[src/rtl/dadj_pkg.sv]
package dadj_pkg;
    localparam int BYTE_W = 8;
    localparam int NIB_W  = BYTE_W / 2;

    typedef enum logic [2:0] {
        OP_DAA = 3'd0,
        OP_DAS = 3'd1,
        OP_AAA = 3'd2,
        OP_AAM = 3'd3,
        OP_AAD = 3'd4
    } adj_op_e;

    typedef struct packed {
        logic [BYTE_W-1:0] al;
        logic [BYTE_W-1:0] ah;
        logic              cf;
        logic              af;
    } adj_word_t;
endpackage

[src/rtl/dadj_packed.sv]
// Packed two-digit correction, shared by the add and subtract rules.
module dadj_packed
    import dadj_pkg::*;
(
    input  logic      sub,
    input  adj_word_t a,
    output adj_word_t r
);
    localparam logic [NIB_W-1:0]  NIB_MAX  = NIB_W'(9);
    localparam logic [BYTE_W-1:0] BYTE_MAX = BYTE_W'(8'h99);
    localparam logic [BYTE_W-1:0] LO_K     = BYTE_W'(8'h06);
    localparam logic [BYTE_W-1:0] HI_K     = BYTE_W'(8'h60);

    logic              lo_fix;
    logic              hi_fix;
    logic [BYTE_W-1:0] delta;

    always_comb begin
        // Both tests are judged on the uncorrected byte.
        lo_fix = (a.al[NIB_W-1:0] > NIB_MAX) || a.af;
        hi_fix = (a.al > BYTE_MAX) || a.cf;
        delta  = (lo_fix ? LO_K : '0) + (hi_fix ? HI_K : '0);
        r.al   = sub ? (a.al - delta) : (a.al + delta);
        r.ah   = a.ah;
        r.cf   = hi_fix;
        r.af   = lo_fix;
    end
endmodule

[src/rtl/dadj_unpacked.sv]
// One-digit-per-byte corrections: unpacked add, split, merge.
module dadj_unpacked
    import dadj_pkg::*;
(
    input  adj_op_e   op,
    input  adj_word_t a,
    output adj_word_t r
);
    localparam logic [NIB_W-1:0]  NIB_MAX = NIB_W'(9);
    localparam logic [BYTE_W-1:0] RADIX   = BYTE_W'(10);
    localparam logic [BYTE_W-1:0] LO_K    = BYTE_W'(6);

    logic              fix;
    logic [BYTE_W-1:0] bumped;
    logic [BYTE_W-1:0] tens;
    logic [BYTE_W-1:0] units;
    logic [BYTE_W-1:0] merged;

    always_comb begin
        fix    = (a.al[NIB_W-1:0] > NIB_MAX) || a.af;
        bumped = a.al + LO_K;
        tens   = a.al / RADIX;
        units  = a.al % RADIX;
        merged = BYTE_W'(a.ah * RADIX) + a.al;
        r      = a;
        unique case (op)
            OP_AAA: begin
                r.al = {{NIB_W{1'b0}}, (fix ? bumped[NIB_W-1:0] : a.al[NIB_W-1:0])};
                r.ah = a.ah + BYTE_W'(fix);
                r.cf = fix;
                r.af = fix;
            end
            OP_AAM: begin
                r.al = units;
                r.ah = tens;
            end
            OP_AAD: begin
                r.al = merged;
                r.ah = '0;
            end
            default: r = a;
        endcase
    end
endmodule

[src/rtl/dec_adjust_unit.sv]
module dec_adjust_unit
    import dadj_pkg::*;
#(
    parameter int OP_W = 3
) (
    input  logic              clk,
    input  logic              rst,
    input  logic              in_valid,
    output logic              in_ready,
    input  logic [OP_W-1:0]   in_op,
    input  logic [BYTE_W-1:0] in_al,
    input  logic [BYTE_W-1:0] in_ah,
    input  logic              in_cf,
    input  logic              in_af,
    output logic              out_valid,
    input  logic              out_ready,
    output logic [BYTE_W-1:0] out_al,
    output logic [BYTE_W-1:0] out_ah,
    output logic              out_cf,
    output logic              out_af
);
    typedef enum logic {ST_EMPTY, ST_FULL} hold_state_e;

    hold_state_e state_q, state_d;
    adj_word_t   req_w, pk_w, up_w, sel_w, res_q;
    adj_op_e     op_e;
    logic        take;

    assign req_w = '{al: in_al, ah: in_ah, cf: in_cf, af: in_af};
    assign op_e  = adj_op_e'(in_op[2:0]);

    dadj_packed u_packed (
        .sub (in_op == OP_W'(OP_DAS)),
        .a   (req_w),
        .r   (pk_w)
    );

    dadj_unpacked u_unpacked (
        .op (op_e),
        .a  (req_w),
        .r  (up_w)
    );

    always_comb begin
        unique case (in_op)
            OP_W'(OP_DAA), OP_W'(OP_DAS): sel_w = pk_w;
            OP_W'(OP_AAA), OP_W'(OP_AAM),
            OP_W'(OP_AAD):                sel_w = up_w;
            default:                      sel_w = req_w;
        endcase
    end

    assign in_ready = (state_q == ST_EMPTY) || out_ready;
    assign take     = in_valid && in_ready;

    always_comb begin
        state_d = state_q;
        unique case (state_q)
            ST_EMPTY: if (take) state_d = ST_FULL;
            ST_FULL:  if (out_ready && !take) state_d = ST_EMPTY;
            default:  state_d = ST_EMPTY;
        endcase
    end

    // State register
    always_ff @(posedge clk) begin
        if (rst) state_q <= ST_EMPTY;
        else     state_q <= state_d;
    end

    // Output register
    always_ff @(posedge clk) begin
        if (rst)       res_q <= '0;
        else if (take) res_q <= sel_w;
    end

    assign out_valid = (state_q == ST_FULL);
    assign out_al    = res_q.al;
    assign out_ah    = res_q.ah;
    assign out_cf    = res_q.cf;
    assign out_af    = res_q.af;
endmodule

[config.mk]
export PLATFORM = sky130hd
export DESIGN_NAME = dec_adjust_unit
export DESIGN_NICKNAME = d
export VERILOG_FILES = /design/src/rtl/dadj_pkg.sv /design/src/rtl/dadj_packed.sv /design/src/rtl/dadj_unpacked.sv /design/src/rtl/dec_adjust_unit.sv
export SDC_FILE = /design/constraint.sdc
export NUM_CORES = 1
export LEC_CHECK = 0
export BUFFER_PORTS_ARGS = -buffer_cell sky130_fd_sc_hd__buf_2
export CORE_UTILIZATION = 42
export CTS_BUF_LIST = sky130_fd_sc_hd__clkbuf_2 sky130_fd_sc_hd__clkbuf_4 sky130_fd_sc_hd__clkbuf_8
export DETAILED_ROUTE_END_ITERATION = 10
export HOLD_SLACK_MARGIN = 0.12
export PLACE_DENSITY_LB_ADDON = 0.12
export SLEW_MARGIN = 0
export SYNTH_ARGS = -nofsm -noshare
export SYNTH_HDL_FRONTEND = slang
export SYNTH_HIERARCHICAL = 1
export SYNTH_SLANG_ARGS = --single-unit
[constraint.sdc]
create_clock -name clk -period 6.5 [get_ports clk]
set_input_delay 0.325 -clock clk [delete_from_list [all_inputs] [get_ports clk]]
set_output_delay 0.325 -clock clk [all_outputs]
set_load 0.1 [all_outputs]
== After elaboration in Yosys (flattened, before gate mapping) ==
Index checks and enable logic that the tools add are counted.
Storage, ports and cells
  register bits: 19
  bits of input ports: 25
  output and inout port bits: 20
  word-level logic and storage cells: 40
Cells by class
  add/subtract/negate cells: 6
  multiply operators: 1
  div/mod/pow operators: 2
  order comparisons: 2
  equal/unequal tests: 4
  mux-type cells: 10
  bitwise operators: 1
  reductions and logical operators: 9
Operator list (count)
  one-hot mux 16 bit (3 select lines): 1
  one-hot mux 18 bit (2 select lines): 1
  adder 8 bit: 3
  adder 8 x 1 -> 8 bit: 1
  divider 8 x 4 -> 8 bit, second input constant: 1
  > comparator 8 bit, second input constant: 1
  modulo 8 x 4 -> 8 bit, second input constant: 1
  multiplier 8 x 3 -> 7 bit, second input constant: 1
  2-to-1 mux 8 bit: 1
  subtractor 8 bit: 1
  2-to-1 mux 7 bit: 1
  == test 3 x 2 -> 1 bit, second input constant: 2
  adder 4 x 3 -> 4 bit, second input constant: 1
  > comparator 4 bit, second input constant: 1
  2-to-1 mux 4 bit: 1
  == test 3 x 1 -> 1 bit, second input constant: 1
  == test 3 bit, second input constant: 1
  zero test 3 bit: 1
  logical OR 1 bit: 3
  2-to-1 mux 3 bit: 1
  OR reduction 3 bit: 1
  logical AND 1 bit: 2
  2-to-1 mux 1 bit: 2
  2-to-1 mux 2 bit: 1
  4 further kinds: 4

== Logic depth before layout (Yosys ltp) ==
Gate-level depths: netlist of run 1.
  depth in word-level cells: 7
  depth in mapped cells: 15
  depth with buffers taken out: 14

== Cells and area by module ==
Netlist of run 1, hierarchy kept.
By module, submodules not included
  dadj_unpacked: times used 1, cells an instance 235, area each 1621.6 um2, seq. area each 0.0 um2
  dec_adjust_unit: times used 1, cells an instance 133, area each 1157.4 um2, seq. area each 380.4 um2
  dadj_packed: times used 1, cells an instance 62, area each 457.9 um2, seq. area each 0.0 um2

== Worst setup path after synthesis of run 1 ==
No wires, ideal clock.
  path type: in2reg
  from: input port in_al[2]
  to: register res_q, in the netlist out_al[7]
  library setup time: 139 ps
  data arrival time: 2820 ps
  path slack: 3541 ps
  stages on the path: 13
  path buffers: 0
  cell sequence: o21a_1 > a211o_1 > a21oi_2 > ha_1 > mux2_2 > ha_1 > o21ai_0 > a21oi_1 > o41ai_1 > xnor2_1 > nor3b_1 > a2111oi_0 > a211oi_1
RTL lines
  from (decl): RTL line dec_adjust_unit.sv:11  | input logic [BYTE_W-1:0] in_al,
  to (signal assigned): RTL line dec_adjust_unit.sv:74  | else if (take) res_q <= sel_w;
  to (decl): RTL line dec_adjust_unit.sv:25  | adj_word_t req_w, pk_w, up_w, sel_w, res_q;

==> results of run 1 <==
==> metrics by stage <==
step | total power [µW] | cell area, µm²
floorplan | 414.5 | 3237
global placement | 479.2 | 3327
detailed placement | 480.5 | 3327
CTS | 568.9 | 3373
global route | 607.9 | 3373
finish | 569.0 | 3373
==> synth_stat cells (2+ instances only) <==
library cell  count
buf_2             8
a211oi_1         19
inv_1            18
nor2b_1           2
nand2_1          16
a31oi_1           5
nand4b_1          2
o32a_1            2
o21ai_1          15
a21oi_1          42
o21ai_0          33
buf_6             4
and4_1            2
fa_1              2
a2111oi_0        18
o31a_1            2
buf_4            14
nor4b_1           2
o21a_1            6
a211o_1           2
and3_1            3
a21o_1            7
o22ai_1           3
a21oi_2           2
mux2i_1           3
nand2b_1          7
nor3b_1          20
dfxtp_1          19
nor3_1            8
clkbuf_1         14
nand3_1           4
o211ai_1          6
o41ai_1           2
and2_1            3
xnor2_1          16
ha_1             29
nor2_1           28
xor2_1            5
a211oi_2          2
==> critical path: stages <==
cell and delay (ns):
buf_2 0.22, o21a_1 0.24, a211o_1 0.30, a21oi_2 0.23
ha_1 0.27, mux2_2 0.27, ha_1 0.36, o21ai_0 0.11
a21oi_1 0.13, o41ai_1 0.10, xnor2_1 0.13, nor3b_1 0.14
a2111oi_0 0.40, a211oi_1 0.13
==> final timing paths <==
check	to	startpoint	slack [ns]
worst max-delay path	out_al[7]	in_al[2]	3.25
worst min-delay path	out_al[0]	in_al[0]	0.41
worst max register to register	out_ah[2]	out_valid	4.04
worst min register to register	out_ah[3]	out_ah[3]	0.52
==> power groups by stage <==
stage | registers, µW | logic, µW | clock network [µW]
after floorplan | 207 | 207 | 0
after global placement | 134 | 345 | 0
after detailed placement | 134 | 346 | 0
after CTS | 132 | 348 | 89.0
after global routing | 133 | 378 | 96.2
final | 132 | 350 | 87.0
==> per-layer routing <==
metal / track usage [%] / share of wire [%] / vias up
met3: 2.623 / 4.8 / 8
met1: 35.62 / 49 / 1569
met4: 3.962 / 1.0 / 0
met5: 0 / 0 / -
met2: 39.29 / 45 / 106
li1: - / - / 1635
==> final cells by class <==
class,instances,area (µm²)
Fill cell,779,3996
Inverter,19,71.32
Tap cell,99,123.9
Sequential cell,19,380.4
Clock inverter,1,5.005
Clock buffer,3,41.29
Multi-Input combinational cell,350,2531
Timing Repair Buffer,44,220.2
==> sequential cells by signal (all words and copies together) (netlist names) <==
signal and cells:
out_af 1, out_ah 8, out_al 8, out_cf 1, out_valid 1
==> cells by family after synthesis <==
logic type,after synthesis
xor+xnor,21
simple gates,108
compound gates,185
fa+ha+maj,32
flops,19
buf+inv,61
mux,4
==> metrics.txt, run 1 <==
sequential cell fraction of total power 23.2%; # placed instances 531; sequential element share of the synthesized area 11.75%; multiplexer area fraction after synthesis 1.276%; first-pass GRT wire length 16240 µm; synth-to-layout area growth 4.214%; Setup TNS 0 ns; crit path max fanout 16; Starting Density 43.92%; register clock-pin slew on the reported worst setup and hold paths 0.08 ns; max_cap viols 0; IR Drop Worst-Case VDD 0.09706 mV; vias per cell 6.202; depth of the most critical reg-to-reg path 4; antenna viol nets, final 0; hold violation count in the final report 0; count of hold-fix buffers inserted at cts 0; fraction of power consumed by the clock network 15.3%; CTS tree done; total core area 7370 µm²; number of buffers inserted during clock tree synthesis 3; RSZ-0062 raised after global routing no; via total after detailed routing 3318; vias in the first global route 3170; clock root cell clkbuf_8; Min-Delay Path Depth 3; area share of fa/ha/maj cells after synthesis 12.76%; share of synthesized flip-flops with an asynchronous set or reset 0%; mean instance size in the synthesized netlist 7.528 µm²; DRT iter0 DRCs 184; Synth Area in Compound Gates 39.16%; Die Wd 89.79 µm; buffer count from post-CTS setup fixing 0; hold_ws 0.4074 ns; most common library cell in the layout ignoring fill and taps buf_2; post-layout utilization of the core 45.77%; largest net degree at the start of global routing 38; normalized max-slew margin 18.33%; worst min-delay path category input port to register; total power per unit cell area 168.7 nW/µm²; Clk Latency, worst-skew pair 0.26 ns; fin worst setup slack 3.254 ns; DR pass1 iterations 5; aggregate routed wire length 9785 µm; worst-margin pin slew 1.222 ns; routability cong. 1.026; internal power summed over all cells 282.1 µW; maximum clock frequency 0.3080 GHz; Final Slew Violations 0; Synth Area in XOR/XNOR 5.682%; top cells by area, synth dfxtp_1, ha_1, a21oi_1; Die Outline Area 8062 µm²; number of failing setup endpoints in the final timing report 0; site row count 31; critical path class input port to register; Finished Layout Cells 535; main combinational cell family by area after synthesis compound AO/OA/AOI/OAI gates; power share of the combinational group 61.6%; leakage 0.001330 µW; cell area after synthesis 3237 µm²; count of inserted antenna diode cells 0; share of the synthesized area in the top cell type 11.75%; I/O pin total 45; DRC violations left 0; cell taking the most area after synthesis dfxtp_1; Psw 286.9 µW; dominant synthesized flop cell dfxtp_1; number of enable flip-flop cells after synthesis 0; highest-count cells in the layout ignoring fill and taps buf_2, a21oi_1, o21ai_0; crit path capture type register; clock tree skew after final layout 0.002104 ns; fraction of power spent switching nets 50.42%; number of buffers added on ports 44; global-route usage over all layers 24.49%; Mapped Cells 430; startpoint type of the worst setup path input port; H-tree depth 1; final period utilization 49.94%; final net count 493; Netlist cell types 74; per-cell routed wire length 18.29 µm; fraction of final layout cells with drive strength greater than 1 15.83%; final critical delay including setup and external delays 3.246 ns; Required @ worst endpoint 6.63 ns; post-synthesis register bit count 19; clk sink count 19; Longest Clk Path Bufs 2; simple logic cell fraction of the synthesized area 19.33%; worst endpoint data arrival time 3.38 ns; global route total overflow 0; number of nets in the synthesized netlist 486; initial antenna violation count 0; count of cells resized by post-cts repair 0; pre-CTS setup slack 3.017 ns; result of the run finished clean; vertical die dimension 89.79 µm; yosys synthesis warning count 6; hpwl dp 6992 µm
Power figures use the tool's default switching activity.
==> run 2: changes to the inputs <==
==> constraint.sdc (replaced) <==
create_clock -name clk -period 3.4 [get_ports clk]
set_input_delay 0.17 -clock clk [delete_from_list [all_inputs] [get_ports clk]]
set_output_delay 0.17 -clock clk [all_outputs]
set_load 0.1 [all_outputs]
==> metrics.txt, run 2 (synthesized netlist as in run 1, its figures left out) <==
H-tree depth 1; hpwl dp 7327 µm; fraction of power consumed by the clock network 14.8%; normalized max-slew margin 50.14%; register clock-pin slew on the reported worst setup and hold paths 0.08 ns; number of buffers added on ports 44; Worst Hold Endpoint out_al[0]; maximum clock frequency 0.3173 GHz; count of cells resized by post-cts repair 0; clock root cell clkbuf_8; critical path class input port to register; DRC violations left 0; RSZ-0062 raised after global routing no; global-route usage over all layers 25.39%; synth-to-layout area growth 7.461%; crit path capture type register; internal power summed over all cells 551.1 µW; CP cell instances buf_2 > and2_4 > mux2i_1 > o31ai_1 > a21oi_2 > a211oi_2 > a21o_4 > inv_1 > ha_1 > nor4b_1 > a31oi_1 > a31oi_1 > o21ai_1 > a211oi_1; startpoint of the tightest hold check path in_al[0]; routability cong. 0.9720; buffer count from post-CTS setup fixing 0; Starting Density 43.92%; Critical Path Slowest Stage Cell o31ai_1; fin worst setup slack 0.2486 ns; DR pass1 iterations 4; crit-path most repeated cell a31oi_1; final net count 507; Clk Latency, worst-skew pair 0.26 ns; count of hold-fix buffers inserted at cts 0; via total after detailed routing 3448; vertical die dimension 89.79 µm; antenna viol nets, final 0; biggest cell delay along the critical path 0.52 ns; fraction of final layout cells with drive strength greater than 1 18.44%; vias in the first global route 3099; fill cell count 795; Setup TNS 0 ns; largest net degree at the start of global routing 37; highest-count cells in the layout ignoring fill and taps buf_2, a21oi_1, o21ai_0; fraction of power spent switching nets 50.01%; result of the run finished clean; total power per unit cell area 317.0 nW/µm²; area of the multi-input gates 2531 µm²; total core area 7370 µm²; I/O pin total 45; clock tree skew after final layout 0.001991 ns; Min-Delay Path Depth 3; max_cap viols 0; count of inserted antenna diode cells 0; hold violation count in the final report 0; number of failing setup endpoints in the final timing report 0; Final Slew Violations 0; global route total overflow 0; initial antenna violation count 0; capture point of the worst reg-to-reg path out_ah[4]; flip-flop and latch area 380.4 µm²; Psw 551.4 µW; site row count 31; aggregate routed wire length 10240 µm; depth of the most critical reg-to-reg path 5; Worst R2R Setup Slack 1.78 ns; worst-margin pin slew 0.7445 ns; sequential cell fraction of total power 22.8%; leakage 0.001399 µW; Die Outline Area 8062 µm²; final period utilization 92.69%; DRT iter0 DRCs 314; first-pass GRT wire length 16700 µm; clk sink count 19; crit path max fanout 19; worst min-delay path category input port to register; source of the worst register-to-register timing path out_valid; startpoint type of the worst setup path input port; Required @ worst endpoint 3.58 ns; final critical delay including setup and external delays 3.151 ns; IR Drop Worst-Case VDD 0.1217 mV; worst endpoint data arrival time 3.33 ns; most common library cell in the layout ignoring fill and taps buf_2; vias per cell 6.281; Longest Clk Path Bufs 2; power share of the combinational group 62.4%; CTS tree done; per-cell routed wire length 18.66 µm; Die Wd 89.79 µm; number of buffers inserted during clock tree synthesis 3; pre-CTS setup slack 0.06770 ns
run 2: metrics by stage:
step	total power [µW]	hold slack (ns)	cell area, µm²	utilization, %	std cells
CTS	1101	0.2484	3478	47.20	549
floorplan	792.5	0.4024	3237	-	430
global route	1173	0.2633	3478	47.20	549
finish	1102	0.2530	3478	47.20	549
global placement	929.9	0.5132	3432	46.57	545
detailed placement	933.4	0.5124	3432	46.57	545
run 2: layer usage:
metal	part of all wire (%)	vias to the layer above	track usage (%)
met3	6.0	18	3.469
met4	1.8	0	6.011
li1	-	1663	-
met1	48	1651	37.60
met2	44	116	38.40
met5	0	-	0
run 2: final cells by class:
cell class,instances,area share [%]
clock buffers,3,1.187
well taps,99,3.561
multi-input cells,350,72.77
repair buffers,58,9.353
inverters,19,2.050
clock inverters,1,0.1439
flip-flops and latches,19,10.94
run 2: power groups by stage:
stage	combinational (µW)	sequential (µW)	clock (µW)
2_1_floorplan	397	396	0
3_5_place_dp	677	256	0
5_1_grt	742	254	177
3_3_place_gp	674	256	0
4_1_cts	681	251	169
6_report	688	251	163
run 2: how the worst max path moves through the flow:
stage / from / to / slack, ns / cells after the start
final: in_al[7] / out_al[3] / 0.25 / 14
after global routing: in_al[7] / out_al[3] / 0.11 / 14
after CTS: in_al[7] / out_al[3] / 0.33 / 14
after detailed placement: in_al[7] / out_al[3] / 0.07 / 14
after global placement: in_al[7] / out_al[3] / 0.09 / 14
after floorplan: in_al[2] / out_al[7] / 0.60 / 13
run 2: critical path, delay by kind of cell:
family	cells	cell delay [ns]
multiplexers	1	0.07
buffers and inverters	2	0.41
AO/OA/AOI/OAI	8	1.88
adder cells (fa/ha/maj)	1	0.22
AND/OR/NAND/NOR	2	0.56
==> run 3: changes to the inputs <==
--- a/config.mk
+++ b/config.mk
@@ -6,11 +6,12 @@
 export NUM_CORES = 1
 export LEC_CHECK = 0
 export BUFFER_PORTS_ARGS = -buffer_cell sky130_fd_sc_hd__buf_2
-export CORE_UTILIZATION = 42
+export CORE_UTILIZATION = 50
 export CTS_BUF_LIST = sky130_fd_sc_hd__clkbuf_2 sky130_fd_sc_hd__clkbuf_4 sky130_fd_sc_hd__clkbuf_8
 export DETAILED_ROUTE_END_ITERATION = 10
 export HOLD_SLACK_MARGIN = 0.12
 export PLACE_DENSITY_LB_ADDON = 0.12
+export RECOVER_POWER = 50
 export SLEW_MARGIN = 0
 export SYNTH_ARGS = -nofsm -noshare
 export SYNTH_HDL_FRONTEND = slang
==> constraint.sdc (replaced) <==
create_clock -name clk -period 3.4 [get_ports clk]
set_input_delay 0.34 -clock clk [delete_from_list [all_inputs] [get_ports clk]]
set_output_delay 0.34 -clock clk [all_outputs]
set_load 0.1 [all_outputs]
==> metrics.txt, run 3 (synthesized netlist as in run 1, its figures left out) <==
result of the run finished clean; final critical delay including setup and external delays 3.019 ns; Die Wd 82.46 µm; Finished Layout Cells 530; Final Slew Violations 0; count of inserted antenna diode cells 0; worst endpoint data arrival time 3.19 ns; per-cell routed wire length 18.24 µm; max_cap viols 0; antenna viol nets, final 0; count of hold-fix buffers inserted at cts 0; DRT iter0 DRCs 216; highest-count cells in the layout ignoring fill and taps a21oi_1, o21ai_0, ha_1; normalized max-slew margin 22.06%; Starting Density 53.10%; aggregate routed wire length 9669 µm; CP cell instances buf_2 > nand2b_1 > a22o_1 > a221oi_4 > a21oi_2 > a211oi_2 > a21o_4 > inv_1 > ha_1 > nor4b_1 > a31oi_1 > a31oi_1 > o21ai_1 > a211oi_1; count of cells resized by post-cts repair 0; I/O pin total 45; Critical Path Source in_al[4]; IR Drop Worst-Case VDD 0.3149 mV; biggest cell delay along the critical path 0.34 ns; first-pass GRT wire length 15470 µm; capture point of the worst reg-to-reg path out_ah[1]; vias in the first global route 3113; RSZ-0062 raised after global routing no; synth-to-layout area growth 6.881%; startpoint type of the worst setup path input port; clk sink count 19; Setup TNS 0 ns; pre-CTS setup slack 0.1258 ns; fill cell count 608; number of buffers inserted during clock tree synthesis 3; Top Family by Delay on Critical Path compound AO/OA/AOI/OAI gates; fraction of final layout cells with drive strength greater than 1 15.16%; DRC violations left 0; Worst R2R Setup Slack 1.58 ns; initial antenna violation count 0; vertical die dimension 82.46 µm; most common library cell in the layout ignoring fill and taps a21oi_1; # placed instances 526; worst-margin pin slew 1.174 ns; number of buffers added on ports 44; DR pass1 iterations 4; Longest Clk Path Bufs 2; worst min-delay path category input port to register; via total after detailed routing 3408; source of the worst register-to-register timing path out_valid; depth of the most critical reg-to-reg path 6; H-tree depth 1; final period utilization 88.78%; buffer count from post-CTS setup fixing 0; largest net degree at the start of global routing 37; clock tree skew after final layout 0.0007609 ns; crit-path most repeated cell a31oi_1; register clock-pin slew on the reported worst setup and hold paths 0.07 ns; final net count 512; total number of cells along the worst setup path 14; global route total overflow 0; hpwl dp 7183 µm; total core area 6096 µm²; endpoint of the worst setup timing path out_al[3]; critical path class input port to register; maximum clock frequency 0.3313 GHz; leakage 0.001351 µW; number of failing setup endpoints in the final timing report 0; total power per unit cell area 315.5 nW/µm²; CTS tree done; global-route usage over all layers 29.67%; hold violation count in the final report 0; clock root cell clkbuf_8; Critical Path Slowest Stage Cell a211oi_2; total buffers and inverters traversed by the critical path 2; vias per cell 6.430; crit path max fanout 12; Required @ worst endpoint 3.58 ns; crit path capture type register; Die Outline Area 6800 µm²; Clk Latency, worst-skew pair 0.25 ns; site row count 28; fin worst setup slack 0.3814 ns; routability cong. 0.9075
-- run 3: how the worst min path moves through the flow --
stage	start	to	slack, ns	cells past startpoint
after floorplan	in_ah[5]	out_ah[5]	0.57	3
after global placement	out_ah[6]	out_ah[6]	0.51	2
after detailed placement	out_al[0]	out_al[0]	0.51	2
after CTS	in_al[0]	out_al[0]	0.42	3
after global routing	in_al[0]	out_al[0]	0.43	3
final	in_al[0]	out_al[0]	0.43	3
-- run 3: final cells by class --
type / instances / area [µm²] / share of cell area, %
sequential: 19 / 380.4 / 10.99
clock buffer: 3 / 41.29 / 1.193
inverter: 19 / 71.32 / 2.061
timing repair buffer: 63 / 336.6 / 9.729
tap: 75 / 93.84 / 2.712
multi-input combinational: 350 / 2531 / 73.16
clock inverter: 1 / 5.005 / 0.1447
-- run 3: metrics by stage --
| step | utilization (%) | hold WS [ns] | cell area [µm²] | total power [µW] |
|---|---|---|---|---|
| global placement | 56.42 | 0.5081 | 3440 | 927.5 |
| CTS | 57.18 | 0.4202 | 3486 | 1097 |
| finish | 56.75 | 0.4308 | 3460 | 1091 |
| global route | 56.75 | 0.4259 | 3460 | 1171 |
| floorplan | - | 0.5724 | 3237 | 792.5 |
| detailed placement | 56.42 | 0.5104 | 3440 | 934.9 |
-- run 3: tightest hold or removal path: stages --
cell and delay [ns]:
buf_2 0.14, o21ai_1 0.09, a211oi_1 0.07
-- run 3: power breakdown --
part	total [µW]	switching (µW)	internal, µW
Clock	159	77.4	81.4
Combinational	681	454	227
Sequential	252	9.93	242
Total	1090	541	550
-- run 3: routing by layer --
layer / vias up / share of wire (%) / track usage [%] / wire length (µm)
met4: 0 / 1.1 / 4.737 / 110
met2: 125 / 45 / 49.42 / 4395
met1: 1603 / 47 / 41.73 / 4523
li1: 1670 / - / - / -
met3: 10 / 6.6 / 2.747 / 639
met5: - / 0 / 0 / 0
